==> src/rtl/mtp_byte_mem.sv <==
module mtp_byte_mem #(
  parameter int AW        = 8,
  parameter int PROG_MIN  = 20,
  parameter int ERASE_MIN = 100,
  parameter logic [7:0] MFG_ID = 8'hBF,
  parameter logic [7:0] DEV_ID = 8'hA4
) (
  input  logic          clk,
  input  logic          rst_n,
  input  logic [AW-1:0] addr,
  input  logic [7:0]    din,
  input  logic          ce_n,
  input  logic          oe_n,
  input  logic          vpp_hi,
  input  logic          a9_hi,
  output logic [7:0]    dout,
  output logic          dout_en,
  output logic          pulse_err
);
  localparam int DEPTH = 1 << AW;
  localparam int CW    = $clog2(ERASE_MIN + 1);

  logic [7:0]    mem [DEPTH];
  logic          busy, op_erase;
  logic [CW-1:0] cnt;
  logic [AW-1:0] lat_addr;
  logic [7:0]    lat_data;

  wire           start  = !busy && !ce_n && vpp_hi && oe_n;
  wire           finish = busy && ce_n;
  wire [CW-1:0]  need   = op_erase ? CW'(ERASE_MIN) : CW'(PROG_MIN);
  wire           enough = cnt >= need;

  always_ff @(posedge clk) begin
    if (!rst_n) begin
      busy      <= 1'b0;
      op_erase  <= 1'b0;
      cnt       <= '0;
      lat_addr  <= '0;
      lat_data  <= '0;
      pulse_err <= 1'b0;
      for (int i = 0; i < DEPTH; i++) mem[i] <= 8'hFF;
    end else if (start) begin
      busy     <= 1'b1;
      op_erase <= a9_hi;
      cnt      <= CW'(1);
      lat_addr <= addr;
      lat_data <= din;
    end else if (finish) begin
      busy <= 1'b0;
      if (!enough) pulse_err <= 1'b1;
      else if (op_erase) for (int i = 0; i < DEPTH; i++) mem[i] <= 8'hFF;
      else mem[lat_addr] <= mem[lat_addr] & lat_data;
    end else if (busy && cnt < CW'(ERASE_MIN)) begin
      cnt <= cnt + CW'(1);
    end
  end

  wire [7:0] id_byte = (addr == '0)     ? MFG_ID :
                       (addr == AW'(1)) ? DEV_ID : 8'h00;

  assign dout_en = !ce_n && !oe_n && !vpp_hi && !busy;
  assign dout    = !dout_en ? 8'h00 : (a9_hi ? id_byte : mem[addr]);
endmodule


==> config.mk <==
export PLATFORM = sky130hd
export DESIGN_NAME = mtp_byte_mem
export DESIGN_NICKNAME = d
export VERILOG_FILES = /design/src/rtl/mtp_byte_mem.sv
export SDC_FILE = /design/constraint.sdc
export NUM_CORES = 2
export LEC_CHECK = 0
export CORE_ASPECT_RATIO = 0.5
export CORE_MARGIN = 3
export CORE_UTILIZATION = 34
export DETAILED_ROUTE_END_ITERATION = 7
export HOLD_SLACK_MARGIN = 0.12
export SYNTH_ARGS = -nofsm -noshare
export SYNTH_HDL_FRONTEND = slang
export SYNTH_SLANG_ARGS = --single-unit
==> constraint.sdc <==
create_clock -name clk -period 3.3 [get_ports clk]
set_input_delay 0.33 -clock clk [delete_from_list [all_inputs] [get_ports clk]]
set_output_delay 0.33 -clock clk [all_outputs]
set_load 0.005 [all_outputs]
# --- Yosys cells after proc, flatten, opt, wreduce, memory -nomap -nowiden ---
# Memory sizes are Yosys's and may differ from the RTL's. A register that Yosys moved wholly into a read port is not among the register bits.
# Cells that the tools add are included.
totals:
  register_bits: 26
  latch_bits: 0
  ramBits: 2048
  mem_bits_ro: 0
  mem_count: 1
classes:
  addsub: 1
  n_mul: 0
  div_mod_pow: 0
  magnitude_cmp: 2
  n_eq_ne: 2
  shift: 0
  mux: 284
  bitwise: 261
  n_reduce_logical: 20
memory_table:
  columns: ["name", "words", "word_bits", "rd", "rd_ports_with_merged_regs", "wr", "line_no", "text"]
  rows:
  - ["mem", 256, 8, 2, 1, 256, "23", "logic [7:0] mem [DEPTH];"]
op_table:
  columns: ["cell", "count"]
  rows:
  - ["8-bit 2-to-1 mux", 264]
  - ["1-bit bitwise OR", 256]
  - ["1-bit 2-to-1 mux", 19]
  - ["8-bit bitwise AND", 1]
  - ["8-bit by 1-bit == test with 1-bit output (second input constant)", 1]
  - ["1-bit logical AND", 8]
  - ["8-bit logical NOT", 1]
  - ["8-bit OR reduction", 1]
  - ["7-bit by 1-bit adder with 7-bit output (second input constant)", 1]
  - ["7-bit greater-or-equal comparator", 1]
  - ["7-bit less-than comparator (second input constant)", 1]
  - ["7-bit 2-to-1 mux", 1]
  - ["1-bit logical NOT", 4]
  - ["1-bit inverter", 4]
  - ["2-bit AND reduction", 2]
  - ["2-bit nonzero test", 2]
  - ["3-bit AND reduction", 1]
  - ["2-bit inequality test (second input constant)", 1]
  - ["2-bit OR reduction", 1]

# --- Logic depth before layout (Yosys ltp) ---
depth:
  ltp_word: 9
  mapped_depth: 15
  depth_no_buf: 8

# --- Worst setup path after synthesis ---
# OpenSTA, ideal clock, no wires.
synth_path:
  path_type: "register to register"
  startpoint: "register op_erase"
  endpoint: "memory mem[160][0] (enable)"
  setup_ps: 384
  arrival_time_ps: 2769
  t_required_ps: 2916
  path_slack_ps: 147
  stages_incl_launch_ff: 9
  path_buffers: 1
  synth_period_minus_slack_ps: 3153
  path_cell_list: "dfxtp_1 inv_1 ha_1 o21a_1 o21ai_1 a2111oi_0 nand3_1 clkbuf_1 o21ai_0"
synth_rtl:
  columns: ["element", "line_no", "text"]
  rows:
  - ["start, declared", "24", "logic busy, op_erase;"]
  - ["start signal, assigned", "45", "op_erase <= a9_hi;"]
  - ["end, declared", "23", null]

==> flow_summary.json <==
{
  "hold_viol": 0,
  "ys_top_cells_by_count": "edfxtp_1, nand2_1, mux4_2",
  "rows": 146,
  "synthCells": 7788,
  "grt_pass1_vias": 80900,
  "core_region_area_um2": 319000,
  "detailed_place_hpwl_mm": 324,
  "path_clk_slew_ns": 0.07,
  "grt_usage": 0.270,
  "ys_seq_area_frac": 0.567,
  "antenna_found_initial": 20,
  "numPortBuffers": 31,
  "vias": 84400,
  "peakVddDrop_mv": 0.335,
  "synth_enable_flop_cells": 2048,
  "postSynthNetCount": 7815,
  "place_area_um2": 127000,
  "routed_wl_mm": 466,
  "sw_frac_of_total": 0.242,
  "fin_crit_ns": 3.99,
  "setup_slack_ns": -0.693,
  "intPower_w": 0.0448,
  "ys_seq_elements": 2082,
  "grtUsageMet1": 0.361,
  "clockPowerShare": 0.414,
  "grt_max_degree": 41,
  "viasPerCell": 6.17,
  "maxCapViolCount": 0,
  "nets": 9254,
  "final_core_util": 0.448,
  "wl_per_cell_um": 34.0,
  "worstSetupEndpointType": "output pin",
  "stdcell_area_um2": 143000,
  "relSlewSlack": 0.284,
  "period_share": 1.21,
  "crit_path_start_kind": "flip-flop",
  "die_y_um": 408,
  "synth_cell_type_count": 80,
  "async_flop_share": 0,
  "rsz0062_at_grt": "yes",
  "timing.fmax_mhz": 250,
  "worstMarginPinSlew_ns": 1.07,
  "use_met3": 0.0847,
  "dieArea_um2": 330000,
  "p_seq_frac": 0.490,
  "hold_start": "din[7]",
  "cts-buffers-inserted": 209,
  "gp_congestion": 1.02,
  "drt_iter0_drc": 13500,
  "p_leak_nw": 39.2,
  "critical_path_arrival_ns": 3.66,
  "yosysWarnings": 0,
  "hp-class": "in -> reg",
  "h-tree-depth": 4,
  "synth.most_common_cell": "edfxtp_1",
  "skew_ns": 0.0678,
  "finalPower_w": 0.0591,
  "ioPinCount": 32,
  "cts_sinks": 2082,
  "final_antenna_net_count": 0,
  "busiest_layer": "met2",
  "critPathCapture": "dout[7]",
  "yosysTopAreaCellShare": 0.561,
  "yosys.area.top_type": "edfxtp_1",
  "grt_overflow": 0,
  "setup_violations": 2056,
  "synthTopCellsByArea": "edfxtp_1, mux4_2, nand2_1, mux2i_1, nand3b_1",
  "p_per_area_nw_per_um2": 414,
  "first_pass_iters": 8,
  "avgSynthCellArea_um2": 14.1,
  "layout-drive-gt1-share": 0.423,
  "area_delta_synth_final_pct": 30.1,
  "fillers": 28100,
  "finalMaxSlewViolations": 0,
  "p_switching_w": 0.0143,
  "required_ns": 2.97,
  "cts_root_buffer": "clkbuf_16",
  "drc": 8,
  "syn_area_um2": 110000,
  "crit_fanout": 2,
  "fin_tns_setup_ns": -977.05,
  "combPwrFrac": 0.096,
  "startpoint": "mem[121][7]",
  "worstReg2RegEnd": "mem[253][0]",
  "crit_type": "reg -> out",
  "violations": "design-rule violations, negative setup slack",
  "reg2reg_depth": 18,
  "synth_top_flop_cell": "edfxtp_1",
  "grtUsageMet2": 0.398,
  "clock_latency_ns": 0.90,
  "status": "complete, but fails checks",
  "reg2reg_slack_ns": -0.65,
  "max-clock-path-buffers": 4,
  "die_w_um": 809,
  "initial_core_util": 0.344,
  "cts_tree": "yes",
  "grt_pass1_wl_mm": 635
}
registers in the layout, indices dropped and copies added (netlist names), named ones only:
name,count
op_erase,1
mem,2048
lat_data,8
lat_addr,8
pulse_err,1
busy,1
cnt,7
power by group through the flow:
| stage | registers (W) | logic (W) | clock network, W |
|---|---|---|---|
| floorplan | 0.0295 | 0.00210 | 0 |
| global placement | 0.0295 | 0.00460 | 0 |
| detailed placement | 0.0295 | 0.00463 | 0 |
| CTS | 0.0289 | 0.00531 | 0.0246 |
| global route | 0.0289 | 0.00573 | 0.0256 |
| finish | 0.0289 | 0.00566 | 0.0245 |
cells in the final DEF, fill, tap and decap left out, types with 124 or more instances in the layout:
cell       Yosys  routed
nand3_1      348     220
nand3_2        0     124
mux2i_1      200     170
buf_4        125    1469
nor2_1       334     325
o21ai_0      301     286
clkbuf_16      0     241
nand3b_1     266     266
nand2_1     1834    1535
edfxtp_1    2048    2048
nand2_2        0     228
mux4_2      1056    1056
buf_12         0     268
cell type report:
cell class,instances,area [um^2],share of cell area
inverters,21,96.3,0.000675
clock inverters,120,1210,0.00849
well taps,4292,5370,0.0376
multi-input cells,4920,46700,0.327
flip-flops and latches,2082,62200,0.436
repair buffers,1993,21700,0.152
clock buffers,248,5470,0.0383
diodes,15,37.5,0.000263
per-layer routing:
metal,routed length [um],part of all wire,up-vias
met2,200000,0.43,6477
met5,52,0.00011,-
met3,68300,0.15,1211
met4,28600,0.061,6
li1,-,-,33300
met1,169000,0.36,43400
per-stage QoR:
stage	cells	worst slack, ns	hold WS [ns]
2_1_floorplan	7788	0.147	0.450
5_1_grt	13700	-0.711	0.193
3_5_place_dp	13000	-1.58	0.473
6_report	13700	-0.693	0.195
4_1_cts	13600	-0.734	0.144
3_3_place_gp	13000	-1.59	0.466
critical path: stages, from the launching register on:
cell      delay, ns
edfxtp_1       0.44
mux4_2         0.52
mux4_2         0.55
o22ai_1        0.41
buf_4          0.21
a211oi_1       0.07
o21ai_4        0.14
buf_6          0.17
nand3_4        0.10
buf_6          0.14
how the worst min path moves through the flow:
stage | depth (start not counted) | end | slack (ns)
floorplan | 2 | lat_data[6] | 0.45
global placement | 2 | pulse_err | 0.47
detailed placement | 2 | lat_data[6] | 0.47
CTS | 3 | lat_data[7] | 0.14
global route | 3 | lat_data[7] | 0.19
finish | 3 | lat_data[7] | 0.19
what timing repair did:
action	4_1_cts	5_1_grt
setup endpoints to repair	2057	2056
gates resized for setup	602	435
cloned	88	32
hold buffers	4	0
setup buffers	131	70
endpoints found under the hold margin	7	0
pin swaps	205	200
cell families after synthesis:
logic type	share of synthesized area
and+or+nand+nor	0.116
DFF	0.567
muxes	0.238
buffers and inverters	0.0367
AOI/OAI and AO/OA	0.0410
xor gates and xnor gates	0.000399
adders and majority gates	0.000570
(Power assumes the default switching activity.)
